==> config.mk <==
export PLATFORM = sky130hd
export DESIGN_NAME = page_write_buffer
export DESIGN_NICKNAME = d
export VERILOG_FILES = /design/src/rtl/pwb_pkg.sv /design/src/rtl/pwb_page_latch.sv /design/src/rtl/pwb_commit_ctrl.sv /design/src/rtl/pwb_regfile.sv /design/src/rtl/page_write_buffer.sv
export SDC_FILE = /design/constraint.sdc
export NUM_CORES = 2
export LEC_CHECK = 0
export ABC_AREA = 1
export CORE_MARGIN = 1.5
export CORE_UTILIZATION = 50
export CTS_CLUSTER_DIAMETER = 40
export DETAILED_ROUTE_END_ITERATION = 16
export MAX_ROUTING_LAYER = met4
export PLACE_DENSITY = 0.74
export SLEW_MARGIN = 25
export SYNTH_ARGS = -nofsm -noshare
export SYNTH_HDL_FRONTEND = slang
export SYNTH_SLANG_ARGS = --single-unit
==> constraint.sdc <==
create_clock -name clk -period 3.8 [get_ports clk]
set_clock_uncertainty 0.1 [all_clocks]
set_input_delay 1.14 -clock clk [delete_from_list [all_inputs] [get_ports clk]]
set_output_delay 1.14 -clock clk [all_outputs]
set_load 0.05 [all_outputs]
==> src/rtl/pwb_pkg.sv <==
package pwb_pkg;
   typedef enum logic [1:0] {
      CM_IDLE = 2'd0,
      CM_WAIT = 2'd1,
      CM_PROG = 2'd2
   } cm_state_t;
endpackage

==> src/rtl/pwb_page_latch.sv <==
module pwb_page_latch #(
   parameter int COL_W  = 2,
   parameter int DATA_W = 8,
   localparam int SLOTS = 1 << COL_W
) (
   input  logic                    clk,
   input  logic                    rst_n,
   input  logic                    load_i,
   input  logic [COL_W-1:0]        load_col_i,
   input  logic                    byte_en_i,
   input  logic [DATA_W-1:0]       byte_i,
   input  logic [SLOTS-1:0]        retire_i,
   output logic [SLOTS-1:0]        mask_o,
   output logic [SLOTS*DATA_W-1:0] slots_o
);
   initial begin
      assert (COL_W >= 1) else $fatal(1, "pwb_page_latch: COL_W must be at least 1");
      assert (DATA_W >= 1) else $fatal(1, "pwb_page_latch: DATA_W must be at least 1");
   end

   logic [COL_W-1:0] col_q;
   logic             take;

   assign take = byte_en_i && !load_i;

   always_ff @(posedge clk or negedge rst_n) begin
      if (!rst_n)      col_q <= '0;
      else if (load_i) col_q <= load_col_i;
      else if (take)   col_q <= col_q + COL_W'(1);
   end

   for (genvar g = 0; g < SLOTS; g++) begin : g_slot
      logic [DATA_W-1:0] data_q;
      logic              hit;

      assign hit = take && (col_q == COL_W'(g));

      always_ff @(posedge clk or negedge rst_n) begin
         if (!rst_n)   data_q <= '0;
         else if (hit) data_q <= byte_i;
      end

      always_ff @(posedge clk or negedge rst_n) begin
         if (!rst_n)           mask_o[g] <= 1'b0;
         else if (load_i)      mask_o[g] <= 1'b0;
         else if (hit)         mask_o[g] <= 1'b1;
         else if (retire_i[g]) mask_o[g] <= 1'b0;
      end

      assign slots_o[g*DATA_W +: DATA_W] = data_q;
   end

   AST_COL_STEP: assert property (@(posedge clk) disable iff (!rst_n)
      take |=> col_q == $past(col_q) + COL_W'(1));
   AST_RETIRE_VALID: assert property (@(posedge clk) disable iff (!rst_n)
      (|retire_i) |-> ((retire_i & ~mask_o) == '0));
   AST_SINGLE_RETIRE: assert property (@(posedge clk) disable iff (!rst_n)
      $onehot0(retire_i));
endmodule

==> src/rtl/pwb_commit_ctrl.sv <==
module pwb_commit_ctrl
   import pwb_pkg::*;
#(
   parameter int COL_W    = 2,
   parameter int WR_TICKS = 250000,
   parameter bit ASCEND   = 1'b1,
   localparam int SLOTS   = 1 << COL_W,
   localparam int CNT_W   = (WR_TICKS > 1) ? $clog2(WR_TICKS) : 1
) (
   input  logic             clk,
   input  logic             rst_n,
   input  logic             launch_i,
   input  logic             tick_i,
   input  logic [SLOTS-1:0] mask_i,
   output logic             busy_o,
   output logic             we_o,
   output logic [COL_W-1:0] idx_o,
   output logic [SLOTS-1:0] retire_o
);
   initial begin
      assert (WR_TICKS >= 1) else $fatal(1, "pwb_commit_ctrl: WR_TICKS must be at least 1");
   end

   localparam logic [CNT_W-1:0] CNT_LAST = CNT_W'(WR_TICKS - 1);

   cm_state_t        state_q;
   logic [CNT_W-1:0] cnt_q;
   logic             last_one;

   if (ASCEND) begin : g_low_first
      always_comb begin
         idx_o = '0;
         for (int i = SLOTS - 1; i >= 0; i--)
            if (mask_i[i]) idx_o = COL_W'(i);
      end
   end else begin : g_high_first
      always_comb begin
         idx_o = '0;
         for (int i = 0; i < SLOTS; i++)
            if (mask_i[i]) idx_o = COL_W'(i);
      end
   end

   assign last_one = ((mask_i & (mask_i - 1'b1)) == '0);
   assign busy_o   = (state_q != CM_IDLE);
   assign we_o     = (state_q == CM_PROG) && (|mask_i);

   always_comb begin
      retire_o = '0;
      if (we_o) retire_o[idx_o] = 1'b1;
   end

   always_ff @(posedge clk or negedge rst_n) begin
      if (!rst_n) begin
         state_q <= CM_IDLE;
         cnt_q   <= '0;
      end else begin
         unique case (state_q)
            CM_IDLE: begin
               cnt_q <= '0;
               if (launch_i) state_q <= CM_WAIT;
            end
            CM_WAIT: begin
               if (tick_i) begin
                  if (cnt_q == CNT_LAST) begin
                     state_q <= CM_PROG;
                     cnt_q   <= '0;
                  end else begin
                     cnt_q <= cnt_q + CNT_W'(1);
                  end
               end
            end
            CM_PROG: begin
               if (last_one) state_q <= CM_IDLE;
            end
            default: state_q <= CM_IDLE;
         endcase
      end
   end

   AST_WE_NEEDS_BUSY: assert property (@(posedge clk) disable iff (!rst_n)
      we_o |-> busy_o);
   AST_BUSY_ENDS_ON_WRITE: assert property (@(posedge clk) disable iff (!rst_n)
      $fell(busy_o) |-> $past(we_o));
   AST_TIMER_HOLD: assert property (@(posedge clk) disable iff (!rst_n)
      (state_q == CM_WAIT && !tick_i) |=> (state_q == CM_WAIT) && $stable(cnt_q));

   if (ASCEND) begin : g_order_chk
      AST_ASCENDING: assert property (@(posedge clk) disable iff (!rst_n)
         (we_o && $past(we_o)) |-> (idx_o > $past(idx_o)));
   end
endmodule

==> src/rtl/pwb_regfile.sv <==
module pwb_regfile #(
   parameter int ADDR_W = 7,
   parameter int DATA_W = 8,
   localparam int DEPTH = 1 << ADDR_W
) (
   input  logic              clk,
   input  logic              rst_n,
   input  logic              we_i,
   input  logic [ADDR_W-1:0] waddr_i,
   input  logic [DATA_W-1:0] wdata_i,
   input  logic [ADDR_W-1:0] raddr_i,
   output logic [DATA_W-1:0] rdata_o
);
   initial begin
      assert (ADDR_W >= 1 && ADDR_W <= 12) else $fatal(1, "pwb_regfile: ADDR_W out of range");
   end

   logic [DATA_W-1:0] mem_q [DEPTH];

   always_ff @(posedge clk or negedge rst_n) begin
      if (!rst_n) begin
         for (int i = 0; i < DEPTH; i++) mem_q[i] <= '0;
      end else if (we_i) begin
         mem_q[waddr_i] <= wdata_i;
      end
   end

   assign rdata_o = mem_q[raddr_i];
endmodule

==> src/rtl/page_write_buffer.sv <==
module page_write_buffer #(
   parameter int ADDR_W   = 7,
   parameter int DATA_W   = 8,
   parameter int COL_W    = 2,
   parameter int WR_TICKS = 250000,
   parameter bit ASCEND   = 1'b1
) (
   input  logic              clk,
   input  logic              rst_n,
   input  logic              wr_start,
   input  logic [ADDR_W-1:0] wr_addr,
   input  logic              byte_valid,
   input  logic [DATA_W-1:0] byte_data,
   input  logic              stop_pulse,
   input  logic              tick,
   input  logic [ADDR_W-1:0] rd_addr,
   output logic [DATA_W-1:0] rd_data,
   output logic              arr_we,
   output logic [ADDR_W-1:0] arr_waddr,
   output logic [DATA_W-1:0] arr_wdata,
   output logic              busy
);
   localparam int SLOTS  = 1 << COL_W;
   localparam int PAGE_W = ADDR_W - COL_W;

   initial begin
      assert (ADDR_W > COL_W) else $fatal(1, "page_write_buffer: ADDR_W must exceed COL_W");
   end

   logic                    start_acc, byte_acc, stop_acc, launch;
   logic                    open_q;
   logic [PAGE_W-1:0]       page_q;
   logic [SLOTS-1:0]        mask, retire;
   logic [SLOTS*DATA_W-1:0] slots;
   logic [COL_W-1:0]        idx;

   assign start_acc = wr_start && !busy;
   assign byte_acc  = byte_valid && !busy && open_q && !wr_start;
   assign stop_acc  = stop_pulse && !busy && open_q && !wr_start && !byte_valid;
   assign launch    = stop_acc && (|mask);

   always_ff @(posedge clk or negedge rst_n) begin
      if (!rst_n) begin
         open_q <= 1'b0;
         page_q <= '0;
      end else if (start_acc) begin
         open_q <= 1'b1;
         page_q <= wr_addr[ADDR_W-1:COL_W];
      end else if (stop_acc) begin
         open_q <= 1'b0;
      end
   end

   pwb_page_latch #(.COL_W(COL_W), .DATA_W(DATA_W)) u_latch (
      .clk        (clk),
      .rst_n      (rst_n),
      .load_i     (start_acc),
      .load_col_i (wr_addr[COL_W-1:0]),
      .byte_en_i  (byte_acc),
      .byte_i     (byte_data),
      .retire_i   (retire),
      .mask_o     (mask),
      .slots_o    (slots)
   );

   pwb_commit_ctrl #(.COL_W(COL_W), .WR_TICKS(WR_TICKS), .ASCEND(ASCEND)) u_ctrl (
      .clk      (clk),
      .rst_n    (rst_n),
      .launch_i (launch),
      .tick_i   (tick),
      .mask_i   (mask),
      .busy_o   (busy),
      .we_o     (arr_we),
      .idx_o    (idx),
      .retire_o (retire)
   );

   assign arr_waddr = {page_q, idx};
   assign arr_wdata = slots[idx*DATA_W +: DATA_W];

   pwb_regfile #(.ADDR_W(ADDR_W), .DATA_W(DATA_W)) u_array (
      .clk     (clk),
      .rst_n   (rst_n),
      .we_i    (arr_we),
      .waddr_i (arr_waddr),
      .wdata_i (arr_wdata),
      .raddr_i (rd_addr),
      .rdata_o (rd_data)
   );

   // Input assumption: the protocol engine raises at most one event per clock.
   AST_ONE_EVENT: assert property (@(posedge clk) disable iff (!rst_n)
      $onehot0({wr_start, byte_valid, stop_pulse}));
   AST_CLOSED_NO_WRITE: assert property (@(posedge clk) disable iff (!rst_n)
      open_q |-> !arr_we);
   AST_LAUNCH_BUSY: assert property (@(posedge clk) disable iff (!rst_n)
      launch |=> busy);
   AST_EMPTY_STOP: assert property (@(posedge clk) disable iff (!rst_n)
      (stop_acc && mask == '0) |=> !busy);
   AST_PAGE_HELD: assert property (@(posedge clk) disable iff (!rst_n)
      busy |=> $stable(page_q));
   AST_MASK_EMPTY: assert property (@(posedge clk) disable iff (!rst_n)
      $fell(busy) |-> (mask == '0));
endmodule

* Word-level counts from Yosys, hierarchy flattened
Cells that the tools add are included.
** Storage, ports and cells
- Bits in registers :: 1088
- Bits in latches :: 0
- Memory bits (writable) :: 0
- Memory bits (read-only) :: 0
- Bits of input ports :: 28
- Output and inout port bits :: 25
- Memories :: 0
** Cells by class
- $add $sub $neg :: 3
- $mul :: 0
- Divide/modulo/power cells :: 0
- Order comparisons :: 5
- Equality and inequality tests :: 10
- Shift-type cells :: 1
- Mux-type cells :: 37
- Bitwise gates (word level) :: 3
- Reduce and logical (&&, ||, !) cells :: 35
** Operators by type and width (count)
- $bwmux W1024 :: 1
- $bmux W8 S7 :: 1
- $demux W8 S7 :: 1
- $mux W18 :: 2
- $pmux W18 S2 :: 1
- $shiftx A32 B6 Y8 :: 1
- $mux W8 :: 3
- $mux W2 :: 10
- $add A18 B1 Y18 const B :: 1
- $eq A18 B18 Y1 const B :: 1
- $logic_and A1 B1 Y1 :: 17
- $ge A8 B8 Y1 const B :: 2
- $not A7 Y8 :: 2
- $mux W1 :: 15
- $reduce_bool A3 Y1 :: 4
- $lt A8 B1 Y1 const B :: 1
- $reduce_bool A2 Y1 :: 4
- $eq A2 B2 Y1 const B :: 3
- $pmux W2 S3 :: 1
- $and A4 B4 Y4 :: 1
- $eq A2 B1 Y1 const B :: 2
- $logic_not A1 Y1 :: 4
- $logic_not A2 Y1 :: 2
- $logic_not A4 Y1 :: 1
- other kinds (11) :: 13

* Logic depth before layout (Yosys ltp)
- Depth after elaboration :: 12
- Depth in mapped cells :: 14
- Mapped depth without buffers :: 11

* Cells and area by module
Synthesis repeated with hierarchy kept, for this count alone.
** Unflattened totals
- Cells, all modules :: 6326
- Area, all modules :: 50449.6 um^2
** Modules (own cells, without submodules)
- pwb_regfile :: times used 1, cells an instance 5855, area an instance 46895.0 um^2, sequential area each 25624.6 um^2
- pwb_page_latch :: times used 1, cells an instance 174, area an instance 1655.3 um^2, sequential area each 950.9 um^2
- pwb_commit_ctrl :: times used 1, cells an instance 200, area an instance 1313.8 um^2, sequential area each 500.5 um^2
- page_write_buffer :: times used 1, cells an instance 97, area an instance 585.6 um^2, sequential area each 150.1 um^2

* Worst setup path before layout
OpenSTA, ideal clock, no wires.
- Kind :: input-to-output
- Start point :: input port rd_addr[0]
- End point :: output port rd_data[1]
- Arrival time :: 2.851 ns
- Required time :: 2.560 ns
- Path slack :: -0.291 ns
- Cell stages on the path :: 14
- Buffers on the path :: 3
- Path through :: clkbuf_1 inv_2 clkbuf_1 clkbuf_1 nand2_1 nand3_1 nand3_1 nand3_1 nand2_1 nand2_1 nand3_1 nand2_1 nand2_1 nand2_1
** On the way
- Longest elaborated chain between the ends :: 4
** RTL lines
- start: declaration :: line page_write_buffer.sv:16 : input logic [ADDR_W-1:0] rd_addr,
- $not A7 Y8 (not written as such) :: line pwb_regfile.sv:28 : assign rdata_o = mem_q[raddr_i];
- $bmux W8 S7 :: line pwb_regfile.sv:28
- $mux W8 (not written as such) (2 in a row) :: line pwb_regfile.sv:28
- end: declaration :: line page_write_buffer.sv:17 : output logic [DATA_W-1:0] rd_data,
No other way between the ends. The select of a mux whose other input is x is not followed.

* Worst setup path in the final report
- Start point :: input port rd_addr[0]
- End point :: output port rd_data[0]
Same word-level chain as after synthesis.

==> summary.md <==
| Metric | Value |
|---|---|
| Outcome | complete, but fails checks |
| Failing checks | negative setup slack |
| Cell taking the most area after synthesis | dfrtp_1 |
| Initial antenna violation count | 1 |
| Root Buffer | clkbuf_16 |
| Sw Ratio | 31.6% |
| Cell Rows | 124 |
| Remaining Overflow, GRT | 0 |
| Max_cap viols | 0 |
| DIE AREA | 117000 µm² |
| Dominant cells by area after synthesis | dfrtp_1 (47%), mux2_4 (26%), nand2_1 (8.4%) |
| CP delay by family, top | simple AND/OR/NAND/NOR gates |
| Drt total wl | 162000 µm |
| GRT met3 Usage | 5.75% |
| Max Clk Rate | 0.236 GHz |
| Worst-Skew Late Latency | 740 ps |
| Clock sinks | 1088 |
| Final worst-path cycle share | 112% |
| TNS Setup | -3020 ps |
| Drt wl/cell | 23.8 µm |
| Met1 Use GR | 37.9% |
| Synth warnings | 0 |
| Worst-margin pin slew | 918 ps |
| Hold Buf Count CTS | 0 |
| CP max stage delay | 180 ps |
| Worst path arrival time | 3000 ps |
| Worst-path clk slew | 50 ps |
| Predominant post-synthesis flop cell | dfrtp_1 |
| CTS tree | done |
| Initial drt markers | 4131 |
| Synth-to-layout area growth | 19.3% |
| Worst r2r src | u_latch.mask_o[2] |
| Reg2Reg Capture Point | u_array.mem_q[575] |
| CTS Buffer Depth | 3 |
| Most frequent CP cell | buf_16 |
| Remaining antenna violation count after routing | 0 |
| Crit Path Class | in2out |
| RSZ-0062 raised after global routing | true |
| CP endpoint | rd_data[0] |
| Worst VDD drop | 644 µV |
| CP startpoint | rd_addr[0] |
| Total power | 0.0326 W |
| Routed vias/inst | 5.94 |
| Post-synth top area share | 47.2% |
| Worst Setup Start Kind | primary input |
| Flops & latches, synth | 1088 |
| Fin util | 60.1% |
| Netlist cell types | 41 |
| Post-synthesis sequential area ratio | 47.2% |
| Hold Crit Class | in2async |
| Global Route met2 Usage | 42.6% |
| Internal reg-to-reg setup slack | 960 ps |
| PwrDens | 475 nW/µm² |
| Layout cells sized above 1 | 35.6% |
| Total GRT Usage | 28.7% |
| Drt drc | 0 |
| Sw Pwr | 0.0103 W |
| Final Worst Setup Slack | -443 ps |
| Synthesized cell area | 57600 µm² |
| First-pass GRT wire length | 254000 µm |
| Synth Area per Inst | 11.4 µm² |
| Total iterations of the first detailed-routing run | 6 |
| Slowest CP cell | buf_16 |
| Syn Inst Count | 5068 |
| Chip width | 343 µm |
| Min Tclk post-route | 4240 ps |
| Largest net degree at the start of global routing | 129 |
| R2R depth | 9 |
| Gr busiest metal | met2 |
| Worst Path Max Fanout | 9 |
| Core footprint | 114000 µm² |
| CP Data Required Time | 2560 ps |
| Initial Util | 50.4% |
| Layout Nets | 5222 |
| Post-DP HPWL | 93300 µm |
| Port buffer count | 52 |
| CP Depth | 15 |
| Vias in the first global route | 42000 |
| Sequential power share | 36.4% |
| Ports | 53 |
| Internal | 0.0223 W |
| DIE HEIGHT | 343 µm |
| Worst path bufs/invs | 5 |
| CTS Buf Count | 145 |
| Async S/R FF share, synth | 100% |
| Critical Path, Cell by Cell | buf_16 > buf_16 > buf_16 > buf_16 > nand2_1 > nand3_1 > nand3_1 > nand3_1 > nand2_1 > nand2_1 > nand3_2 > nand2_2 > nand2_2 > nand2_4 > buf_12 |
| Gp weighted congestion | 0.905 |
| Leakage | 34.1 nW |
| Syn Nets | 5101 |
| DR vias | 40600 |
| Clk network pwr share | 45.0% |
| Gate power share | 18.6% |
| Final Max Tran Viols | 0 |
| # setup viols final | 8 |
| Max-slew headroom | 38.7% |
| H-tree lvl count | 4 |
| EDFF count, synth | 0 |
| Final Hold Fails | 0 |
| Crit end category | output port |
[cells by family (layout without fill, tap and decap cells)]
| group | Yosys count | in the layout | share of synthesized area, % |
|---|---|---|---|
| xor gates and xnor gates | 2 | 2 | 0.0304 |
| and+or+nand+nor | 2449 | 2449 | 22.5 |
| muxes | 1016 | 1016 | 26.4 |
| other | 0 | 1 | 0 |
| DFF | 1088 | 1088 | 47.2 |
| adders and majority gates | 5 | 5 | 0.109 |
| AOI/OAI and AO/OA | 89 | 89 | 0.808 |
| buffers and inverters | 419 | 662 | 2.91 |
[Yosys cell counts (2+ instances only)]
cell      number
nand2_1     1288
dfrtp_1     1088
mux2_4      1012
nand3_1      950
clkbuf_1     307
nor2_8       127
inv_1         57
o21ai_0       55
buf_1         29
nor2_1        24
nand2_8       19
a21oi_1       18
nand4_1       10
buf_6          8
o21ai_1        8
nor2_2         7
inv_2          6
nor3_1         6
ha_1           5
buf_2          4
buf_4          4
nand3_4        4
nor3_4         4
mux2_1         3
nand2_2        3
o31ai_1        3
buf_8          2
clkinv_1       2
nor2_4         2
o211ai_1       2
[power groups by stage]
| stage | Combinational, W | Clock, W | Sequential [W] |
|---|---|---|---|
| 6_report | 0.00606 | 0.0147 | 0.0119 |
| 5_1_grt | 0.00625 | 0.0153 | 0.0119 |
| 4_1_cts | 0.00588 | 0.0148 | 0.0119 |
| 3_5_place_dp | 0.00561 | 0 | 0.0121 |
| 3_3_place_gp | 0.00556 | 0 | 0.0121 |
| 2_1_floorplan | 0.00309 | 0 | 0.0121 |
[routing by layer]
layer / share of wire [%] / vias up
met4: 4.2 / 0
li1: - / 17500
met3: 7.8 / 427
met5: 0 / -
met2: 46 / 1914
met1: 42 / 20700
[state kept, by name, summed over array words and instances (netlist names)]
| signal | flops |
|---|---|
| u_array.mem_q | 1024 |
| u_latch.g_slot.data_q | 32 |
| u_ctrl.cnt_q | 18 |
| page_q | 5 |
| u_latch.mask_o | 4 |
| u_ctrl.state_q | 2 |
| u_latch.col_q | 2 |
| open_q | 1 |
[cells in the final DEF, fill, tap and decap left out, types with 7 or more instances in the layout]
master / synthesis / routed
a21oi_1: 18 / 16
buf_12: 0 / 106
buf_16: 0 / 24
buf_4: 4 / 134
buf_6: 8 / 15
buf_8: 2 / 7
bufinv_16: 0 / 23
clkbuf_1: 307 / 14
clkbuf_16: 0 / 154
clkbuf_8: 0 / 12
clkdlybuf4s50_1: 0 / 29
clkinv_2: 0 / 17
clkinv_4: 0 / 16
clkinvlp_4: 0 / 17
dfrtp_1: 1088 / 1088
inv_1: 57 / 55
inv_6: 0 / 13
mux2_4: 1012 / 1012
nand2_1: 1288 / 1231
nand2_2: 3 / 45
nand2_4: 1 / 16
nand2_8: 19 / 19
nand3_1: 950 / 866
nand3_2: 0 / 81
nand3_4: 4 / 7
nand4_1: 10 / 10
nor2_1: 24 / 24
nor2_2: 7 / 7
nor2_8: 127 / 127
o21ai_0: 55 / 47
o21ai_1: 8 / 13
[stage by stage]
stage / area, µm² / worst slack, ps / std cells / hold WS [ps]
global placement: 61700 / -625 / 6510 / 366
global route: 68700 / -449 / 6824 / 245
CTS: 68100 / -393 / 6816 / 221
detailed placement: 61700 / -621 / 6510 / 374
finish: 68700 / -443 / 6824 / 239
floorplan: 57800 / 34.0 / 5068 / 353
[how the worst min path moves through the flow]
stage,start,depth (start not counted),endpoint
after floorplan,u_latch.g_slot[0].data_q[0],2,u_latch.g_slot[0].data_q[0]
after global placement,u_latch.g_slot[1].data_q[7],2,u_latch.g_slot[1].data_q[7]
after detailed placement,u_latch.g_slot[1].data_q[3],2,u_latch.g_slot[1].data_q[3]
after CTS,rst_n,1,u_array.mem_q[609]
after global routing,rst_n,1,u_array.mem_q[622]
final,rst_n,1,u_array.mem_q[622]
[area by class of cell]
class / instances / area (µm²)
timing repair buffer: 327 / 4650
inverter: 65 / 283
sequential: 1088 / 27200
clock buffer: 175 / 3950
multi-input combinational: 3561 / 29400
tap: 1512 / 1890
antenna: 1 / 2.50
fill: 8338 / 45600
clock inverter: 94 / 1280
timing repair inverter: 1 / 30.0
[timing repair]
item / CTS / global route
pin swaps: 16 / 30
buffers inserted: 19 / 4
gates cloned: 18 / 4
setup endpoints to repair: 16 / 15
resized for setup: 109 / 123
Note: power is estimated with default switching activity, not from simulation.
